$ cat src/rtl/mmdiv_pkg.sv
package mmdiv_pkg;
  localparam int ADDR_W = 3;

  typedef enum logic [ADDR_W-1:0] {
    A_UDIVIDEND = 3'd0,
    A_UDIVISOR  = 3'd1,
    A_SDIVIDEND = 3'd2,
    A_SDIVISOR  = 3'd3,
    A_QUOT      = 3'd4,
    A_REM       = 3'd5,
    A_STATUS    = 3'd6
  } reg_addr_e;

  localparam int ST_READY_BIT = 0;
  localparam int ST_DIRTY_BIT = 1;
endpackage

$ cat src/rtl/mmdiv_step.sv
// One restoring shift-subtract iteration on magnitudes.
module mmdiv_step #(
  parameter int W = 32
) (
  input  logic [W-1:0] acc_i,
  input  logic [W-1:0] q_i,
  input  logic [W-1:0] dvs_i,
  output logic [W-1:0] acc_o,
  output logic [W-1:0] q_o
);
  logic [W:0] shifted;
  logic [W:0] diff;

  always_comb begin
    shifted = {acc_i, q_i[W-1]};
    diff    = shifted - {1'b0, dvs_i};
    acc_o   = diff[W] ? shifted[W-1:0] : diff[W-1:0];
    q_o     = {q_i[W-2:0], ~diff[W]};
  end
endmodule

$ cat src/rtl/mmdiv_core.sv
// Iterative divider: loads magnitudes on start, runs W steps, applies sign fix-up.
module mmdiv_core #(
  parameter int W = 32
) (
  input  logic         clk,
  input  logic         rst,
  input  logic         start,
  input  logic         abort,
  input  logic         is_signed_i,
  input  logic [W-1:0] dividend_i,
  input  logic [W-1:0] divisor_i,
  output logic         busy_o,
  output logic         done_o,
  output logic [W-1:0] quo_o,
  output logic [W-1:0] rem_o
);
  localparam int CNT_W = $clog2(W);
  localparam logic [CNT_W-1:0] LAST = CNT_W'(W - 1);

  logic [W-1:0]     acc_q, qsh_q, dvs_q;
  logic [W-1:0]     acc_n, qsh_n;
  logic [CNT_W-1:0] cnt_q;
  logic             busy_q, neg_q_q, neg_r_q;

  function automatic logic [W-1:0] magnitude(input logic [W-1:0] x, input logic s);
    return (s && x[W-1]) ? (~x + W'(1)) : x;
  endfunction

  mmdiv_step #(.W(W)) u_step (
    .acc_i (acc_q),
    .q_i   (qsh_q),
    .dvs_i (dvs_q),
    .acc_o (acc_n),
    .q_o   (qsh_n)
  );

  always_ff @(posedge clk) begin
    if (rst) begin
      acc_q   <= '0;
      qsh_q   <= '0;
      dvs_q   <= '0;
      cnt_q   <= '0;
      busy_q  <= 1'b0;
      neg_q_q <= 1'b0;
      neg_r_q <= 1'b0;
    end else if (start) begin
      acc_q   <= '0;
      qsh_q   <= magnitude(dividend_i, is_signed_i);
      dvs_q   <= magnitude(divisor_i, is_signed_i);
      cnt_q   <= '0;
      busy_q  <= 1'b1;
      neg_q_q <= is_signed_i && (dividend_i[W-1] ^ divisor_i[W-1]);
      neg_r_q <= is_signed_i && dividend_i[W-1];
    end else if (abort) begin
      busy_q  <= 1'b0;
    end else if (busy_q) begin
      acc_q   <= acc_n;
      qsh_q   <= qsh_n;
      cnt_q   <= cnt_q + CNT_W'(1);
      if (cnt_q == LAST) busy_q <= 1'b0;
    end
  end

  assign busy_o = busy_q;
  assign done_o = busy_q && (cnt_q == LAST) && !start && !abort;
  assign quo_o  = neg_q_q ? -qsh_n : qsh_n;
  assign rem_o  = neg_r_q ? -acc_n : acc_n;
endmodule

$ cat src/rtl/mmdiv.sv
// Register-mapped divider top: register file, alias decode, read mux.
module mmdiv
  import mmdiv_pkg::*;
#(
  parameter int W = 32
) (
  input  logic              clk,
  input  logic              rst,
  input  logic              bus_wr,
  input  logic              bus_rd,
  input  logic [ADDR_W-1:0] bus_addr,
  input  logic [W-1:0]      bus_wdata,
  output logic [W-1:0]      bus_rdata
);
  logic [W-1:0] dividend_q, divisor_q, quot_q, rem_q;
  logic [W-1:0] dividend_nx, divisor_nx;
  logic [W-1:0] core_quo, core_rem, rd_sel;
  logic         dirty_q, core_busy, core_done;
  logic         wr_dividend, wr_divisor, wr_signed, op_start;
  logic         wr_quot, wr_rem, res_load, reg_write;

  always_comb begin
    wr_dividend = bus_wr && (bus_addr == A_UDIVIDEND || bus_addr == A_SDIVIDEND);
    wr_divisor  = bus_wr && (bus_addr == A_UDIVISOR  || bus_addr == A_SDIVISOR);
    wr_signed   = (bus_addr == A_SDIVIDEND) || (bus_addr == A_SDIVISOR);
    op_start    = wr_dividend || wr_divisor;
    wr_quot     = bus_wr && (bus_addr == A_QUOT);
    wr_rem      = bus_wr && (bus_addr == A_REM);
    res_load    = wr_quot || wr_rem;
    reg_write   = op_start || res_load;
    dividend_nx = wr_dividend ? bus_wdata : dividend_q;
    divisor_nx  = wr_divisor  ? bus_wdata : divisor_q;
  end

  mmdiv_core #(.W(W)) u_core (
    .clk         (clk),
    .rst         (rst),
    .start       (op_start),
    .abort       (res_load),
    .is_signed_i (wr_signed),
    .dividend_i  (dividend_nx),
    .divisor_i   (divisor_nx),
    .busy_o      (core_busy),
    .done_o      (core_done),
    .quo_o       (core_quo),
    .rem_o       (core_rem)
  );

  always_ff @(posedge clk) begin
    if (rst) begin
      dividend_q <= '0;
      divisor_q  <= '0;
      quot_q     <= '0;
      rem_q      <= '0;
      dirty_q    <= 1'b0;
    end else begin
      dividend_q <= dividend_nx;
      divisor_q  <= divisor_nx;
      if (wr_quot)        quot_q <= bus_wdata;
      else if (core_done) quot_q <= core_quo;
      if (wr_rem)         rem_q  <= bus_wdata;
      else if (core_done) rem_q  <= core_rem;
      if (reg_write)                             dirty_q <= 1'b1;
      else if (bus_rd && bus_addr == A_QUOT)     dirty_q <= 1'b0;
    end
  end

  always_comb begin
    rd_sel = '0;
    case (bus_addr)
      A_UDIVIDEND, A_SDIVIDEND: rd_sel = dividend_q;
      A_UDIVISOR,  A_SDIVISOR:  rd_sel = divisor_q;
      A_QUOT:                   rd_sel = quot_q;
      A_REM:                    rd_sel = rem_q;
      A_STATUS: begin
        rd_sel[ST_READY_BIT] = ~core_busy;
        rd_sel[ST_DIRTY_BIT] = dirty_q;
      end
      default:                  rd_sel = '0;
    endcase
  end

  always_ff @(posedge clk) begin
    if (rst)         bus_rdata <= '0;
    else if (bus_rd) bus_rdata <= rd_sel;
  end
endmodule

$ cat config.mk
export PLATFORM = sky130hd
export DESIGN_NAME = mmdiv
export DESIGN_NICKNAME = d
export VERILOG_FILES = /design/src/rtl/mmdiv_pkg.sv /design/src/rtl/mmdiv_step.sv /design/src/rtl/mmdiv_core.sv /design/src/rtl/mmdiv.sv
export SDC_FILE = /design/constraint.sdc
export NUM_CORES = 1
export LEC_CHECK = 0
export ABC_AREA = 1
export CAP_MARGIN = 20
export CORE_ASPECT_RATIO = 2
export CORE_MARGIN = 3
export CORE_UTILIZATION = 50
export CTS_BUF_LIST = sky130_fd_sc_hd__clkbuf_4 sky130_fd_sc_hd__clkbuf_8
export CTS_CLUSTER_SIZE = 8
export DETAILED_ROUTE_END_ITERATION = 7
export PLACE_DENSITY = 0.68
export SETUP_SLACK_MARGIN = 0.05
export SLEW_MARGIN = 30
export SYNTH_ARGS = -nofsm -noshare
export SYNTH_HDL_FRONTEND = slang
export SYNTH_SLANG_ARGS = --single-unit
$ cat constraint.sdc
create_clock -name clk -period 8.95 [get_ports clk]
set_input_delay 0.895 -clock clk [delete_from_list [all_inputs] [get_ports clk]]
set_output_delay 0.895 -clock clk [all_outputs]
set_load 0.01 [all_outputs]
Word-level counts from Yosys, hierarchy flattened. Index checks and enable logic that the tools add are counted.

Bitwise gates (word level): 6. Reduce and logical (&&, ||, !) cells: 29. Multiplexer cells: 22. $add $sub $neg: 6. Eq/ne operators: 8.

Operators with widths (count): 32-bit two-way mux (14); 30-bit case mux with 4 select lines (1); 32-bit by 1-bit adder with 32-bit output, second input constant (2); 32-bit negation (2); 32-bit NOT (2); 33-bit by 32-bit subtractor with 33-bit output (1); 1-bit logical AND (11); 2-bit case mux with 5 select lines (1); 3-bit == test, second input constant (3); 2-bit nonzero test (4); 3-bit by 2-bit == test with 1-bit output, second input constant (2); 1-bit logical OR (6); 1-bit two-way mux (6); 2-bit OR reduction (3); 5-bit by 1-bit adder with 5-bit output, second input constant (1); 5-bit == test, second input constant (1); 2-bit AND reduction (2); 3-bit by 1-bit == test with 1-bit output, second input constant (1); 3-bit zero test (1); 1-bit NOT (3); 1-bit zero test (2); 2-bit by 1-bit != test with 1-bit output, second input constant (1); 1-bit bitwise XOR (1).

Output and inout bits: 32. Bits in registers: 265. Logic and storage cells: 84. Input port bits: 39.

Depth between registers and ports, before layout. Gate-level depths: netlist (run 1).

Depth after elaboration: 9. Mapped depth: 29. Mapped depth without buffers: 27.

Modules after synthesis. Synthesis (run 1) repeated with hierarchy kept, for this count alone.

Cell total of the unflattened synthesis: 2998. Area, all modules: 18904.4 um2.

By module, submodules not included: mmdiv (instances 1, sequential area each 3223.1 um2, area each 8091.5 um2, cells each 1107); mmdiv_core (instances 1, sequential area each 2082.0 um2, area each 7368.3 um2, cells each 1177); mmdiv_step (instances 1, sequential area each 0.0 um2, area each 3444.6 um2, cells each 714).

Least setup slack after synthesis (run 1). No wires, ideal clock.

Path type: register to register. Start point: reg u_core.qsh_q[31]. End point: reg quot_q[30]. Setup slack: 4.919 ns. Required time: 8.876 ns. Stages on the path, launching flop included: 29. Buffers on the path: 2. Library setup time: 0.074 ns. Clock period less this slack: 4.031 ns. Arrival time: 3.957 ns. Cell sequence: dfxtp_1 inv_1 ha_1 inv_1 fa_1 nand2_1 nand2_1 nand3_1 nand2_1 nand2_1 nand2_2 nand2_4 nand3_4 nand2_8 buf_12 buf_8 ha_1 inv_1 nor3_1 nand3_1 nor3_1 nand3_1 o21ai_0 o21ai_0 a21oi_1 o21ai_0 a21oi_1 o21ai_0 a31oi_1.

Cells in the longest elaborated chain, start to end: 6.

Ends and longest elaborated chain: start: declaration (RTL line mmdiv_core.sv:20) `logic [W-1:0] acc_q, qsh_q, dvs_q;`; start signal: assignment (RTL line mmdiv_core.sv:48) `qsh_q <= magnitude(dividend_i, is_signed_i);`; start signal: assignment (RTL line mmdiv_core.sv:58) `qsh_q <= qsh_n;`; 33-bit by 32-bit subtractor with 33-bit output (RTL line mmdiv_step.sv:16) `diff = shifted - {1'b0, dvs_i};`; 1-bit NOT (RTL line mmdiv_step.sv:18) `q_o = {q_i[W-2:0], ~diff[W]};`; 32-bit negation (RTL line mmdiv_core.sv:66) `assign quo_o = neg_q_q ? -qsh_n : qsh_n;`; 32-bit two-way mux (RTL line mmdiv_core.sv:66); 32-bit two-way mux (RTL line mmdiv.sv:60) `else if (core_done) quot_q <= core_quo;`; 32-bit two-way mux (RTL line mmdiv.sv:59) `if (wr_quot) quot_q <= bus_wdata;`; end signal: assignment (RTL line mmdiv.sv:59); end signal: assignment (RTL line mmdiv.sv:60); end: declaration (RTL line mmdiv.sv:15) `logic [W-1:0] dividend_q, divisor_q, quot_q, rem_q;`.

No other way between the ends. The select of a mux whose other input is x is not followed. A chain may end at the register's enable or synchronous reset.

Final worst setup path (run 1). Same ends and word-level chain as after synthesis.

==> impl_results.md, run 1 <==
* Non-filler cells in the finished layout at approximately 3.3k
* Count of final hold-check violations at 0
* Setup repair after global routing missed its margin: false
* Net Switching at about 1.8 mW
* Clock tree from TritonCTS: built
* CTS H-tree lvls at 2
* Proportion of synthesized flip-flops having asynchronous set or reset at 0%
* Max IR drop VDD at between 0.00015 and 0.0002 V
* Design Area, Final at between 15000 and 20000 um2
* GP Congestion at between 1 and 1.5
* Cell type with the highest aggregate area in the netlist: sky130_fd_sc_hd__dfxtp_1
* Post-route clock skew at 29.9 ps
* Remaining Overflow, GRT at 0
* Remaining routing DRC violations at 0
* Antenna-violating nets left at 0
* Yosys warning total at 0
* Maximum fanout along the worst path at 44
* Clk Latency, worst-skew pair at slightly below 600 ps
* Worst Setup Slack, final at 3850 ps
* Std-Cell Core Area at roughly 34000 um2
* IO buf count at 70
* Comb pwr share at between 40% and 50%
* Sum of routed wire length over all layers at about 67000 um
* Top-level I/O count at 71
* Violation count after the first detailed-route iteration at 1397
* Number of clock sinks seen by CTS at between 200 and 300
* Wire length of the first global-routing pass at around 100000 um
* Static Leakage at 8.91 nW
* Number of buffers inserted during clock tree synthesis at 42
* Total standard cell area after synthesis at between 15000 and 20000 um2
* Setup_tns at 0 ps
* R2R cell count at 25
* Switching share of power at 44.5%
* Master cell of the clock root buffer: sky130_fd_sc_hd__clkbuf_8
* Number of violations of the max-capacitance limit at 0
* Count of placed standard cells including taps at about 3.2k
* Mean post-synth cell area at roughly 6.2 um2
* Count of final max-slew check failures at 0
* Final count of negative-setup-slack endpoints at 0
* Proportion of layout cells with a drive suffix above 1 at 6.87%
* Placement row count at between 90 and 100
* Worst Setup End Kind: flop
* Die outline width at about 140 um
* Status: finished clean
* Worst-Margin Slew at 978 ps
* Net count of the finished layout at a little under 3k
* Pwr dens at roughly 210 nW/um2
* Largest net degree at the start of global routing at just under 90
* Area overhead of the layout relative to synthesis at 9.46%
* Post-layout min period at a little over 5000 ps
* Sequential element share of the synthesized area at 30.4%
* Top cells by area in the synthesized netlist: sky130_fd_sc_hd__dfxtp_1 (30%), sky130_fd_sc_hd__nand2_1 (17%), sky130_fd_sc_hd__inv_1 (9.1%)
* Resized Gates After CTS at 0
* Via count of the first global-routing pass at approximately 18k
* Distinct cell type count of the synthesized netlist at 63
* Die footprint at between 30000 and 40000 um2
* Final Cycle Share at 57.0%
* Initial core utilization at 50.8%
* Number of enable-type register cells in the synthesized netlist at 0
* Depth of the worst hold-timing path at 2
* Post-CTS setup buffers at 0
* Count of vias placed by the detailed router at approximately 19k
* Number of hold buffers added after cts at 0
* Post-CTS clock slew at the launch and capture registers of the worst setup and hold paths at roughly 80 ps
* Placed Area at between 15000 and 20000 um2
* Number of iterations in the first detailed-routing pass at 6
* Post-Syn Instances at ~2.8k
* Fillcell total at roughly 3.6k
* Fraction of synthesized cell area taken by the top area cell type at 30.4%
* Part of the power in the clock network at between 20% and 30%
* Data required, critical path at between 9000 and 10000 ps
* Power Internal at about 2.3 mW
* Worst hold-check path type: flop to flop
* Critical path startpoint category: flop
* Initial antenna violation count at 2
* Synthesized Nets at slightly below 3k
* Worst path arrival time at around 5500 ps
* Mean number of vias per cell at 5.70
* Total routing resource utilization after global routing at approximately a third
* Relative contribution of sequential cells to total power at about 31%
* Average wire per cell in the routed design at just over 20 um
* Highest Clock Rate at about 200 MHz
* Minimum setup slack after placement at 3360 ps
* Number of flip-flops and latches in the synthesized netlist at between 200 and 300
* Most frequently used flop master after synthesis: sky130_fd_sc_hd__dfxtp_1
* Half-perimeter wire length after detailed placement at 50400 um
* Chip height at 270 um
* Critical setup path kind: flop to flop
* Buffers from clock root to sink, at most at 3
* Max-Slew Margin vs Limit at 34.7%
worst max-delay path: stages (launching register included):
cell and delay [ps]:
sky130_fd_sc_hd__dfxtp_1 300, sky130_fd_sc_hd__inv_1 90, sky130_fd_sc_hd__ha_1 150, sky130_fd_sc_hd__inv_1 90
sky130_fd_sc_hd__fa_1 410, sky130_fd_sc_hd__nand2_1 80, sky130_fd_sc_hd__nand2_1 70, sky130_fd_sc_hd__nand3_1 100
sky130_fd_sc_hd__nand2_1 140, sky130_fd_sc_hd__nand2_1 110, sky130_fd_sc_hd__nand2_2 100, sky130_fd_sc_hd__nand2_4 110
sky130_fd_sc_hd__nand3_4 130, sky130_fd_sc_hd__nand2_8 310, sky130_fd_sc_hd__ha_1 230, sky130_fd_sc_hd__inv_1 50
sky130_fd_sc_hd__nor3_1 250, sky130_fd_sc_hd__nand3_1 140, sky130_fd_sc_hd__nor3_1 550, sky130_fd_sc_hd__nand3_1 190
sky130_fd_sc_hd__o21ai_0 390, sky130_fd_sc_hd__o21ai_0 230, sky130_fd_sc_hd__a21oi_1 240, sky130_fd_sc_hd__o21ai_0 160
sky130_fd_sc_hd__o21ai_0 230, sky130_fd_sc_hd__a31oi_1 100
layout make-up:
type / count / area, um2 / area share (%)
multi-input combinational: 1986 / 9910 / 51.9
sequential: 265 / 5310 / 27.8
inverter: 444 / 1670 / 8.73
timing repair buffer: 91 / 860 / 4.50
clock buffer: 63 / 779 / 4.08
tap: 441 / 552 / 2.89
clock inverter: 3 / 15.0 / 0.0787
antenna: 1 / 2.50 / 0.0131
sequential cells by signal, indices dropped and copies added, names as in the netlist:
name,count
bus_rdata,32
dirty_q,1
dividend_q,32
divisor_q,32
quot_q,32
rem_q,32
u_core.acc_q,32
u_core.busy_o,1
u_core.cnt_q,5
u_core.dvs_q,32
u_core.neg_q_q,1
u_core.neg_r_q,1
u_core.qsh_q,32
path summary, 6_finish.rpt:
kind                   endpoint  slack [ps]              from
hold / removal    bus_rdata[20]         470     bus_rdata[20]
hold reg to reg   bus_rdata[20]         470     bus_rdata[20]
setup reg to reg     quot_q[30]        3850  u_core.qsh_q[31]
setup / recovery     quot_q[30]        3850  u_core.qsh_q[31]
synth_stat cells, types with 3 or more instances:
cell                         n
sky130_fd_sc_hd__nand2_1   770
sky130_fd_sc_hd__inv_1     425
sky130_fd_sc_hd__dfxtp_1   265
sky130_fd_sc_hd__nor2_1    253
sky130_fd_sc_hd__o21ai_0   202
sky130_fd_sc_hd__nand3_1   169
sky130_fd_sc_hd__a21oi_1   153
sky130_fd_sc_hd__clkbuf_1   74
sky130_fd_sc_hd__a31oi_1    46
sky130_fd_sc_hd__o22ai_1    43
sky130_fd_sc_hd__o21ai_1    40
sky130_fd_sc_hd__ha_1       38
sky130_fd_sc_hd__a221oi_1   28
sky130_fd_sc_hd__nor3_1     24
sky130_fd_sc_hd__nand2_2    23
sky130_fd_sc_hd__buf_2      21
sky130_fd_sc_hd__nand4_1    20
sky130_fd_sc_hd__a32o_1     18
sky130_fd_sc_hd__o211ai_1   17
sky130_fd_sc_hd__xor2_1     16
sky130_fd_sc_hd__inv_2      15
sky130_fd_sc_hd__nor2_2     14
sky130_fd_sc_hd__buf_1      12
sky130_fd_sc_hd__xnor2_1    11
sky130_fd_sc_hd__a22o_1      9
sky130_fd_sc_hd__nand3b_1    7
sky130_fd_sc_hd__o21ai_2     7
sky130_fd_sc_hd__buf_4       6
sky130_fd_sc_hd__nand2_4     6
sky130_fd_sc_hd__nand3_2     6
sky130_fd_sc_hd__or2_2       6
sky130_fd_sc_hd__buf_6       5
sky130_fd_sc_hd__nor4_1      5
sky130_fd_sc_hd__o21bai_1    5
sky130_fd_sc_hd__a21o_1      4
sky130_fd_sc_hd__and2_1      4
sky130_fd_sc_hd__clkinv_1    4
sky130_fd_sc_hd__nor2_4      4
sky130_fd_sc_hd__o31ai_1     4
sky130_fd_sc_hd__or2_1       4
sky130_fd_sc_hd__nand4_2     3
sky130_fd_sc_hd__nor3_2      3
power groups by stage:
| stage | Combinational (mW) | Clock, mW | Sequential, mW |
|---|---|---|---|
| floorplan | 1.27 | 0 | 1.28 |
| detailed placement | 1.74 | 0 | 1.29 |
| CTS | 1.75 | 1.07 | 1.26 |
| global placement | 1.73 | 0 | 1.29 |
| global route | 1.97 | 1.11 | 1.27 |
| finish | 1.77 | 1.06 | 1.26 |
cell families after synthesis:
group,share of synthesized area [%]
adder cells (fa/ha/maj),2.84
buffers and inverters,12.9
XOR/XNOR,1.36
flip-flops,30.4
AO/OA/AOI/OAI,19.8
AND/OR/NAND/NOR,32.8
through the flow:
stage	hold WS (ps)	power [mW]	util, %
2_1_floorplan	422	2.55	-
3_3_place_gp	441	3.02	53.2
3_5_place_dp	448	3.03	53.2
4_1_cts	462	4.08	55.5
5_1_grt	486	4.35	55.6
6_report	465	4.09	55.6
placed cells by master, fill, tap and decap left out, drive strengths merged, types with 12 or more instances in the layout:
master	count
o211ai	17
o22ai	43
a31oi	46
xor2	16
a21oi	157
nor3	27
o21ai	249
or2	12
buf	22
inv	440
ha	38
nand2	800
clkbuf	63
nor2	271
nand3	176
a221oi	28
nand4	24
dfxtp	265
clkdlybuf4s50	69
a32o	18
metal layers:
metal  routed length, um  vias up  track usage, %
met3                3460      233            4.06
met5                  12        -               0
met4                4480        2            21.0
met2               35000      709            64.6
li1                    -     9137               -
met1               23700     8680            35.8
Note: power is estimated with default switching activity, not from simulation.
==> run 2, diff against run 1 <==
- clock period: 8.95 -> 5 ns (I/O delays scaled with it)
==> impl_results.md, run 2 (same netlist as run 1, synthesis figures left out) <==
* Mean number of vias per cell at 5.71 (+0.34%)
* Max IR drop VDD at 0.000195 V (+30%)
* Pwr dens at 380 nW/um2 (+77%)
* Half-perimeter wire length after detailed placement at 49100 um (-2.6%)
* Buffers from clock root to sink, at most at 3 (unchanged)
* Data required, critical path at 5410 ps (-3980 ps)
* Non-filler cells in the finished layout at 3320 (+0.79%)
* Highest Clock Rate at 225 MHz (+15%)
* Final Power at 7.33 mW (+79%)
* Hold WS at 411 ps (-53.7 ps)
* Top library cells by usage in the layout, fill and taps aside: sky130_fd_sc_hd__nand2_1 (769), sky130_fd_sc_hd__inv_1 (422), sky130_fd_sc_hd__dfxtp_1 (265)
* Worst-Margin Slew at 1030 ps (+54.8 ps)
* Antenna-violating nets left at 0 (unchanged)
* Maximum fanout along the worst path at 45 (+2.3%)
* Status: finished clean
* Worst hold-check path type: input port to flop
* Chip height at 270 um (unchanged)
* Max-Slew Margin vs Limit at 31.2% (-3.6 points)
* Total routing resource utilization after global routing at 34.0% (-0.29 points)
* Average wire per cell in the routed design at 19.8 um (-2.2%)
* Top-level I/O count at 71 (unchanged)
* Setup repair after global routing missed its margin: false
* Initial core utilization at 50.8% (unchanged)
* Sum of routed wire length over all layers at 65700 um (-1.4%)
* Static Leakage at 9.02 nW (+1.1%)
* Remaining routing DRC violations at 0 (unchanged)
* Post-layout min period at 4440 ps (-664 ps)
* Setup_tns at 0 ps (unchanged)
* Master cell of the clock root buffer: sky130_fd_sc_hd__clkbuf_8
* Commonest non-fill, non-tap cell in the layout: sky130_fd_sc_hd__nand2_1
* Area overhead of the layout relative to synthesis at 10.5%
* Final count of negative-setup-slack endpoints at 0 (unchanged)
* Final Cycle Share at 88.7% (+32 points)
* Worst path arrival time at 4840 ps (-700 ps)
* Die outline width at 138 um (unchanged)
* Count of placed standard cells including taps at 3252 (+0.77%)
* Number of iterations in the first detailed-routing pass at 6 (unchanged)
* IO buf count at 70 (unchanged)
* Final Util at 56.1% (+0.54 points)
* Count of vias placed by the detailed router at 19.0k (+1.1%)
* Net count of the finished layout at 2933 (+0.86%)
* Post-route clock skew at 28.7 ps (-1.28 ps)
* Number of hold buffers added after cts at 0 (unchanged)
* Die footprint at 37300 um2 (unchanged)
* CTS H-tree lvls at 2 (unchanged)
* Number of violations of the max-capacitance limit at 0 (unchanged)
* Resized Gates After CTS at 0 (unchanged)
* Proportion of layout cells with a drive suffix above 1 at 7.68% (+0.81 points)
* Remaining Overflow, GRT at 0 (unchanged)
* Post-CTS setup buffers at 0 (unchanged)
* Post-CTS clock slew at the launch and capture registers of the worst setup and hold paths at 60 ps (-20 ps)
* Critical setup path kind: flop to flop
* Violation count after the first detailed-route iteration at 1509 (+8.0%)
* Worst Setup End Kind: flop
* Count of final hold-check violations at 0 (unchanged)
* Wire length of the first global-routing pass at 102000 um (-0.22%)
* Placement row count at 96 (unchanged)
* Via count of the first global-routing pass at 18.7k (+2.9%)
* Std-Cell Core Area at 34400 um2 (unchanged)
* Critical path startpoint category: flop
* Clk Latency, worst-skew pair at 580 ps (about the same)
* Largest net degree at the start of global routing at 68 (-24%)
* Number of buffers inserted during clock tree synthesis at 42 (unchanged)
* Number of clock sinks seen by CTS at 265 (unchanged)
* Initial antenna violation count at 1 (-1)
* Clock tree from TritonCTS: built
* Count of final max-slew check failures at 0 (unchanged)
* GP Congestion at 0.993 (-0.78%)
## run 2: cell types whose count changed in the layout (fill, tap and decap cells not counted), sizes merged
cell and change:
diode +1, inv -1, clkinvlp +1, buf +25
## run 2: metal layers
| layer | track usage [%] | up-vias | wire (um) | part of all wire, % |
|---|---|---|---|---|
| li1 | - | 9163 | - | - |
| met1 | 35.8 | 8717 | 23400 | 36 |
| met2 | 61.7 | 806 | 33100 | 50 |
| met3 | 3.67 | 287 | 3510 | 5.3 |
| met4 | 25.4 | 0 | 5620 | 8.6 |
| met5 | 0 | - | 0 | 0 |
## run 2: final cells by class
class                   instances  area [um2]
clock inverters                 3        17.5
flip-flops and latches        265        5310
fillers                      3532       15100
inverters                     444        1670
multi-input cells            1986        9910
clock buffers                  63         773
repair buffers                116        1040
well taps                     441         552
diodes                          2        5.00
## run 2: final timing paths
path	start	end	slack [ps]	cells past startpoint
worst max-delay path	u_core.qsh_q[31]	rem_q[30]	560	25
worst min-delay path	rst	divisor_q[17]	410	2
worst max register to register	u_core.qsh_q[31]	rem_q[30]	560	25
worst min register to register	bus_rdata[4]	bus_rdata[4]	460	2
## run 2: critical path: stages, from the launching register on
cell and delay [ps]:
sky130_fd_sc_hd__dfxtp_1 300, sky130_fd_sc_hd__inv_1 170, sky130_fd_sc_hd__ha_1 190, sky130_fd_sc_hd__inv_1 80, sky130_fd_sc_hd__fa_1 400, sky130_fd_sc_hd__nand2_1 70
sky130_fd_sc_hd__nand2_1 80, sky130_fd_sc_hd__nand3_1 90, sky130_fd_sc_hd__nand2_1 110, sky130_fd_sc_hd__nand2_1 100, sky130_fd_sc_hd__nand2_2 100, sky130_fd_sc_hd__nand2_4 110
sky130_fd_sc_hd__nand3_2 280, sky130_fd_sc_hd__nand2_4 560, sky130_fd_sc_hd__nand2_1 100, sky130_fd_sc_hd__nand2_1 150, sky130_fd_sc_hd__ha_1 230, sky130_fd_sc_hd__nand3_1 160
sky130_fd_sc_hd__inv_2 160, sky130_fd_sc_hd__nand2_1 130, sky130_fd_sc_hd__nor2_2 270, sky130_fd_sc_hd__nand3_1 150, sky130_fd_sc_hd__nand2_1 80, sky130_fd_sc_hd__nand2_1 50
sky130_fd_sc_hd__nand3_1 70, sky130_fd_sc_hd__a21oi_1 70
## run 2: report_power, final
part	internal (mW)	switching, mW
clock network	0.976	0.896
registers	2.21	0.0589
logic	0.909	2.29
## run 2: through the flow
step / setup slack (ps) / instance area [um2]
2_1_floorplan: 969 / 17400
3_3_place_gp: 602 / 18500
3_5_place_dp: 456 / 18500
4_1_cts: 446 / 19300
5_1_grt: 132 / 19300
6_report: 564 / 19300
